## src/rtl/spi_sclk_pkg.sv

```systemverilog
`timescale 1ns/1ps
package spi_sclk_pkg;

    typedef enum logic {
        LAW_EXPONENTIAL = 1'b0,
        LAW_LINEAR      = 1'b1
    } div_law_e;

endpackage

```

## src/rtl/spi_sclk_decode.sv

```systemverilog
`timescale 1ns/1ps
module spi_sclk_decode
    import spi_sclk_pkg::*;
#(
    parameter int LIN_W  = 8,
    parameter int EXP_W  = 4,
    parameter int CTRL_W = LIN_W + EXP_W + 1,
    parameter int HALF_W = 16
) (
    input  logic [CTRL_W-1:0] ctrl_i,
    output logic [HALF_W-1:0] half_o
);
    localparam int SEL_BIT = LIN_W + EXP_W;

    logic [LIN_W-1:0]  lin_n;
    logic [EXP_W-1:0]  exp_n;
    div_law_e          law;
    logic [HALF_W-1:0] lin_half;
    logic [HALF_W-1:0] exp_half;

    always_comb begin
        lin_n    = ctrl_i[LIN_W-1:0];
        exp_n    = ctrl_i[LIN_W +: EXP_W];
        law      = div_law_e'(ctrl_i[SEL_BIT]);
        lin_half = HALF_W'(lin_n) + HALF_W'(1);
        exp_half = HALF_W'(1) << exp_n;
        half_o   = (law == LAW_LINEAR) ? lin_half : exp_half;
    end

endmodule

```

## src/rtl/spi_sclk_core.sv

```systemverilog
`timescale 1ns/1ps
module spi_sclk_core #(
    parameter int HALF_W = 16
) (
    input  logic              clk_i,
    input  logic              rst_ni,
    input  logic              en_i,
    input  logic              cpol_i,
    input  logic [HALF_W-1:0] half_i,
    output logic              sclk_o,
    output logic              lead_o,
    output logic              trail_o
);
    typedef struct packed {
        logic              run;
        logic              phase;
        logic [HALF_W-1:0] cnt;
        logic [HALF_W-1:0] half;
        logic              sclk;
        logic              lead;
        logic              trail;
    } core_state_t;

    core_state_t st_d, st_q;

    always_comb begin
        st_d       = st_q;
        st_d.lead  = 1'b0;
        st_d.trail = 1'b0;
        if (!en_i) begin
            st_d.run   = 1'b0;
            st_d.phase = 1'b0;
            st_d.cnt   = '0;
        end else if (!st_q.run) begin
            st_d.run  = 1'b1;
            st_d.half = half_i;
            st_d.cnt  = half_i - HALF_W'(1);
        end else if (st_q.cnt == '0) begin
            st_d.phase = ~st_q.phase;
            if (!st_q.phase) begin
                st_d.lead = 1'b1;
                st_d.cnt  = st_q.half - HALF_W'(1);
            end else begin
                st_d.trail = 1'b1;
                st_d.half  = half_i;
                st_d.cnt   = half_i - HALF_W'(1);
            end
        end else begin
            st_d.cnt = st_q.cnt - HALF_W'(1);
        end
        st_d.sclk = cpol_i ^ st_d.phase;
    end

    always_ff @(posedge clk_i) begin
        if (!rst_ni) begin
            st_q <= '0;
        end else begin
            st_q <= st_d;
        end
    end

    assign sclk_o  = st_q.sclk;
    assign lead_o  = st_q.lead;
    assign trail_o = st_q.trail;

endmodule

```

## src/rtl/spi_sclk_gen.sv

```systemverilog
`timescale 1ns/1ps
module spi_sclk_gen #(
    parameter int LIN_W  = 8,
    parameter int EXP_W  = 4,
    parameter int CTRL_W = LIN_W + EXP_W + 1
) (
    input  logic              clk_i,
    input  logic              rst_ni,
    input  logic              en_i,
    input  logic              cpol_i,
    input  logic [CTRL_W-1:0] ctrl_i,
    output logic              sclk_o,
    output logic              sample_stb_o,
    output logic              shift_stb_o
);
    localparam int LIN_MAX = LIN_W + 1;
    localparam int EXP_MAX = (1 << EXP_W);
    localparam int HALF_W  = (LIN_MAX > EXP_MAX) ? LIN_MAX : EXP_MAX;

    logic [HALF_W-1:0] half;

    spi_sclk_decode #(
        .LIN_W  (LIN_W),
        .EXP_W  (EXP_W),
        .CTRL_W (CTRL_W),
        .HALF_W (HALF_W)
    ) u_decode (
        .ctrl_i (ctrl_i),
        .half_o (half)
    );

    spi_sclk_core #(
        .HALF_W (HALF_W)
    ) u_core (
        .clk_i   (clk_i),
        .rst_ni  (rst_ni),
        .en_i    (en_i),
        .cpol_i  (cpol_i),
        .half_i  (half),
        .sclk_o  (sclk_o),
        .lead_o  (sample_stb_o),
        .trail_o (shift_stb_o)
    );

endmodule

```

## config.mk

```make
export PLATFORM = sky130hd
export DESIGN_NAME = spi_sclk_gen
export DESIGN_NICKNAME = d
export VERILOG_FILES = /design/src/rtl/spi_sclk_pkg.sv /design/src/rtl/spi_sclk_decode.sv /design/src/rtl/spi_sclk_core.sv /design/src/rtl/spi_sclk_gen.sv
export SDC_FILE = /design/constraint.sdc
export NUM_CORES = 1
export LEC_CHECK = 0
export BUFFER_PORTS_ARGS = -buffer_cell sky130_fd_sc_hd__clkbuf_2
export CAP_MARGIN = 20
export CORE_ASPECT_RATIO = 2
export CORE_MARGIN = 3
export CORE_UTILIZATION = 58
export CTS_CLUSTER_DIAMETER = 80
export DETAILED_ROUTE_END_ITERATION = 10
export PLACE_DENSITY = 0.78
export SETUP_SLACK_MARGIN = 0.5
export SLEW_MARGIN = 20
export SYNTH_ARGS = -nofsm -noshare
export SYNTH_HDL_FRONTEND = slang
export SYNTH_SLANG_ARGS = --single-unit
```

## constraint.sdc

```tcl
create_clock -name clk_i -period 7.1 [get_ports clk_i]
set_clock_uncertainty 0.15 [all_clocks]
set_input_delay 1.42 -clock clk_i [delete_from_list [all_inputs] [get_ports clk_i]]
set_output_delay 1.42 -clock clk_i [all_outputs]
set_load 0.01 [all_outputs]
```

==> flow_summary.yaml <==
outcome:
  status: "completed"
cts:
  cts.hold.buffers_added: 0
  clock-sinks: 37
  root_buffer: "clkbuf_8"
  insertion_delay_ps: 290
  cts_tree: "built"
  path_clk_slew_ps: 80
  htreeDepth: 2
  cts_inserted_buffers: 5
  cts_buffer_depth: 2
  cts_setup_buffers: 0
  cts_resized: 0
route:
  drc_errors: 0
  avgViaCountPerCell: 6.17
  drtIter0Drc: 56
  vias: 2389
  first_pass_iters: 4
  final_antenna_net_count: 0
  drt-wirelength-per-cell_um: 15.9
  routed_wl_mm: 6.16
final_layout:
  layout.nets: 354
  stdcell_count: 387
  final_area_mm2: 0.00270
  fillers: 385
  syn2layout_area_growth_pct: 8.95
  diodes: 0
  multi_input_area_mm2: 0.00161
  seq_area_um2: 741
  drive_above_1_share: 0.143
power_and_ir_drop:
  p_per_area_mw_per_mm2: 237
  power.internal_uw: 436
  combPwrFrac: 0.298
  p_leak_uw: 0.00110
  power_switching_share: 0.317
  p_sw_uw: 202
  vdd_drop_max_mv: 0.246
  p_clk_frac: 0.341
  p_seq_frac: 0.361
yosys:
  synth_area_leaders: "dfxtp_1 (30%), nor2_1 (5.8%), xnor2_1 (5.0%)"
  syn_inst: 321
  yosysTopAreaCell: "dfxtp_1"
  ys_warn_count: 0
  ys.flop_type: "dfxtp_1"
  synth_area_mm2: 0.00247
  synth_fa_ha_area_frac: 0.0152
  yosysTopAreaCellShare: 0.299
  synth-compound-area-share: 0.208
  avgSynthCellArea_um2: 7.71
  synth_nets: 341
  synthArstFlopShare: 0
  synth_top_family_by_area: "simple AND/OR/NAND/NOR gates"
  synth-xor-area-share: 0.0991
  synth-seq-cells: 37
  yosysMostFrequentCell: "nor2_1"
  synth_mux_area_frac: 0.0217
  synth_edf_count: 0
  synthSimpleGateAreaFrac: 0.307
  netlist_top_cells_count: "nor2_1 (38), dfxtp_1 (37), nand2_1 (30)"
  synth_cell_types: 62
  seq_area_frac_synth: 0.299
setup_path:
  crit_arrival_ps: 3570
  worst_setup_path_end_kind: "flip-flop"
  worstPathMaxFanout: 7
  crit_path_start_kind: "input port"
  worstPathRequired_ps: 7150
  critPathKind: "input port to flip-flop"
placed_design:
  placed_area_mm2: 0.00256
  numPortBuffers: 19
  dp_cells: 379
  place_ws_ps: 3280
  hpwl_mm: 4.76
  gp_congestion: 0.848
sta:
  worst_pin_slew_ps: 741
  rsz0062_at_grt: "no"
  hold_viol_final: 0
  setup_viol: 0
  maxSlewViolCount: 0
  whs_ps: 333
  layout_setup_ws_ps: 3590
  period_needed_ps: 3510
  finalSetupTns_ps: 0
  period_share: 0.495
  relSlewSlack: 0.506
  max_freq_mhz: 285
global_routing:
  grt_pass1_wl_mm: 10.2
  antenna_found_initial: 0
  gr-usage-all-layers: 0.256
  grt_pass1_vias: 2306
  grt_overflow_total: 0
  grt_max_degree: 23
min_path:
  hp-class: "flip-flop to flip-flop"
floorplanning:
  dieArea_mm2: 0.00513
  chipWidth_um: 52.2
  start_util: 0.605
  row_count: 33
  core_area_mm2: 0.00409
  num_io_pins: 20
  die_y_um: 98.4
job:
  cap_violations: 0
## final cells by class
class	instances	area share
Clock buffer	5	0.0255
Timing Repair Buffer	20	0.0381
Multi-Input combinational cell	259	0.598
Tap cell	52	0.0241
Sequential cell	37	0.275
Inverter	11	0.0153
Clock inverter	3	0.0241
## per-layer routing
metal / track usage / share of wire / wire length (µm)
met5: 0 / 0 / 0
met4: 0.140 / 0.040 / 244
met3: 0.0443 / 0.033 / 206
met2: 0.463 / 0.54 / 3320
met1: 0.264 / 0.39 / 2390
## power groups by stage
| stage | sequential, µW | combinational, µW | clock [µW] |
|---|---|---|---|
| finish | 230 | 190 | 217 |
| global route | 232 | 212 | 225 |
| CTS | 230 | 190 | 218 |
| detailed placement | 235 | 187 | 0 |
| global placement | 234 | 184 | 0 |
| floorplan | 232 | 150 | 0 |
## critical path, cell delays in order
cell and delay (ps):
clkbuf_2 120, ha_1 320, nand2b_1 180, a21oi_1 150, nand3b_1 210, nor4_2 500, nand4_1 380, o22ai_1 280
## cell usage in the layout (no fill, tap or decap), drive strengths merged, types with 3 or more instances in the layout
cell,Yosys,layout
nand4,7,7
or4,5,5
nand2,30,30
nor2,38,38
nor3,20,20
or2,4,4
xnor2,14,14
o22ai,14,14
a22oi,4,4
nor4,5,5
nand3,10,10
inv,11,11
a21oi,19,19
o31ai,4,4
a211oi,6,6
o31a,3,3
o21ai,10,10
ha,3,3
xor2,14,14
and2,5,5
dfxtp,37,37
or3,5,5
clkbuf,6,24
nand2b,4,4
mux2,3,3
and3,4,4
## state kept, by name, summed over array words and instances, names as in the netlist
signal	flops
u_core.sclk_o	1
u_core.st_q	34
u_core.trail_o	1
u_core.lead_o	1
## cell families (layout without fill, tap and decap cells)
group,count (synthesis),in the layout
adder cells (fa/ha/maj),3,3
AND/OR/NAND/NOR,146,146
flip-flops,37,37
AO/OA/AOI/OAI,77,77
buffers and inverters,25,39
XOR/XNOR,28,28
multiplexers,5,5
## through the flow
stage / total power, µW / util
floorplan: 382 / -
global placement: 418 / 0.627
detailed placement: 422 / 0.627
CTS: 638 / 0.660
global route: 668 / 0.660
finish: 638 / 0.660
## final timing paths
kind / startpoint / end / slack [ps] / depth (start not counted)
setup / recovery: ctrl_i[0] / u_core.st_q[30] / 3590 / 8
hold / removal: u_core.st_q[13] / u_core.st_q[13] / 330 / 2
hold reg to reg: u_core.st_q[13] / u_core.st_q[13] / 330 / 2
setup reg to reg: u_core.st_q[19] / u_core.st_q[6] / 4160 / 8
Power figures use the tool's default switching activity.
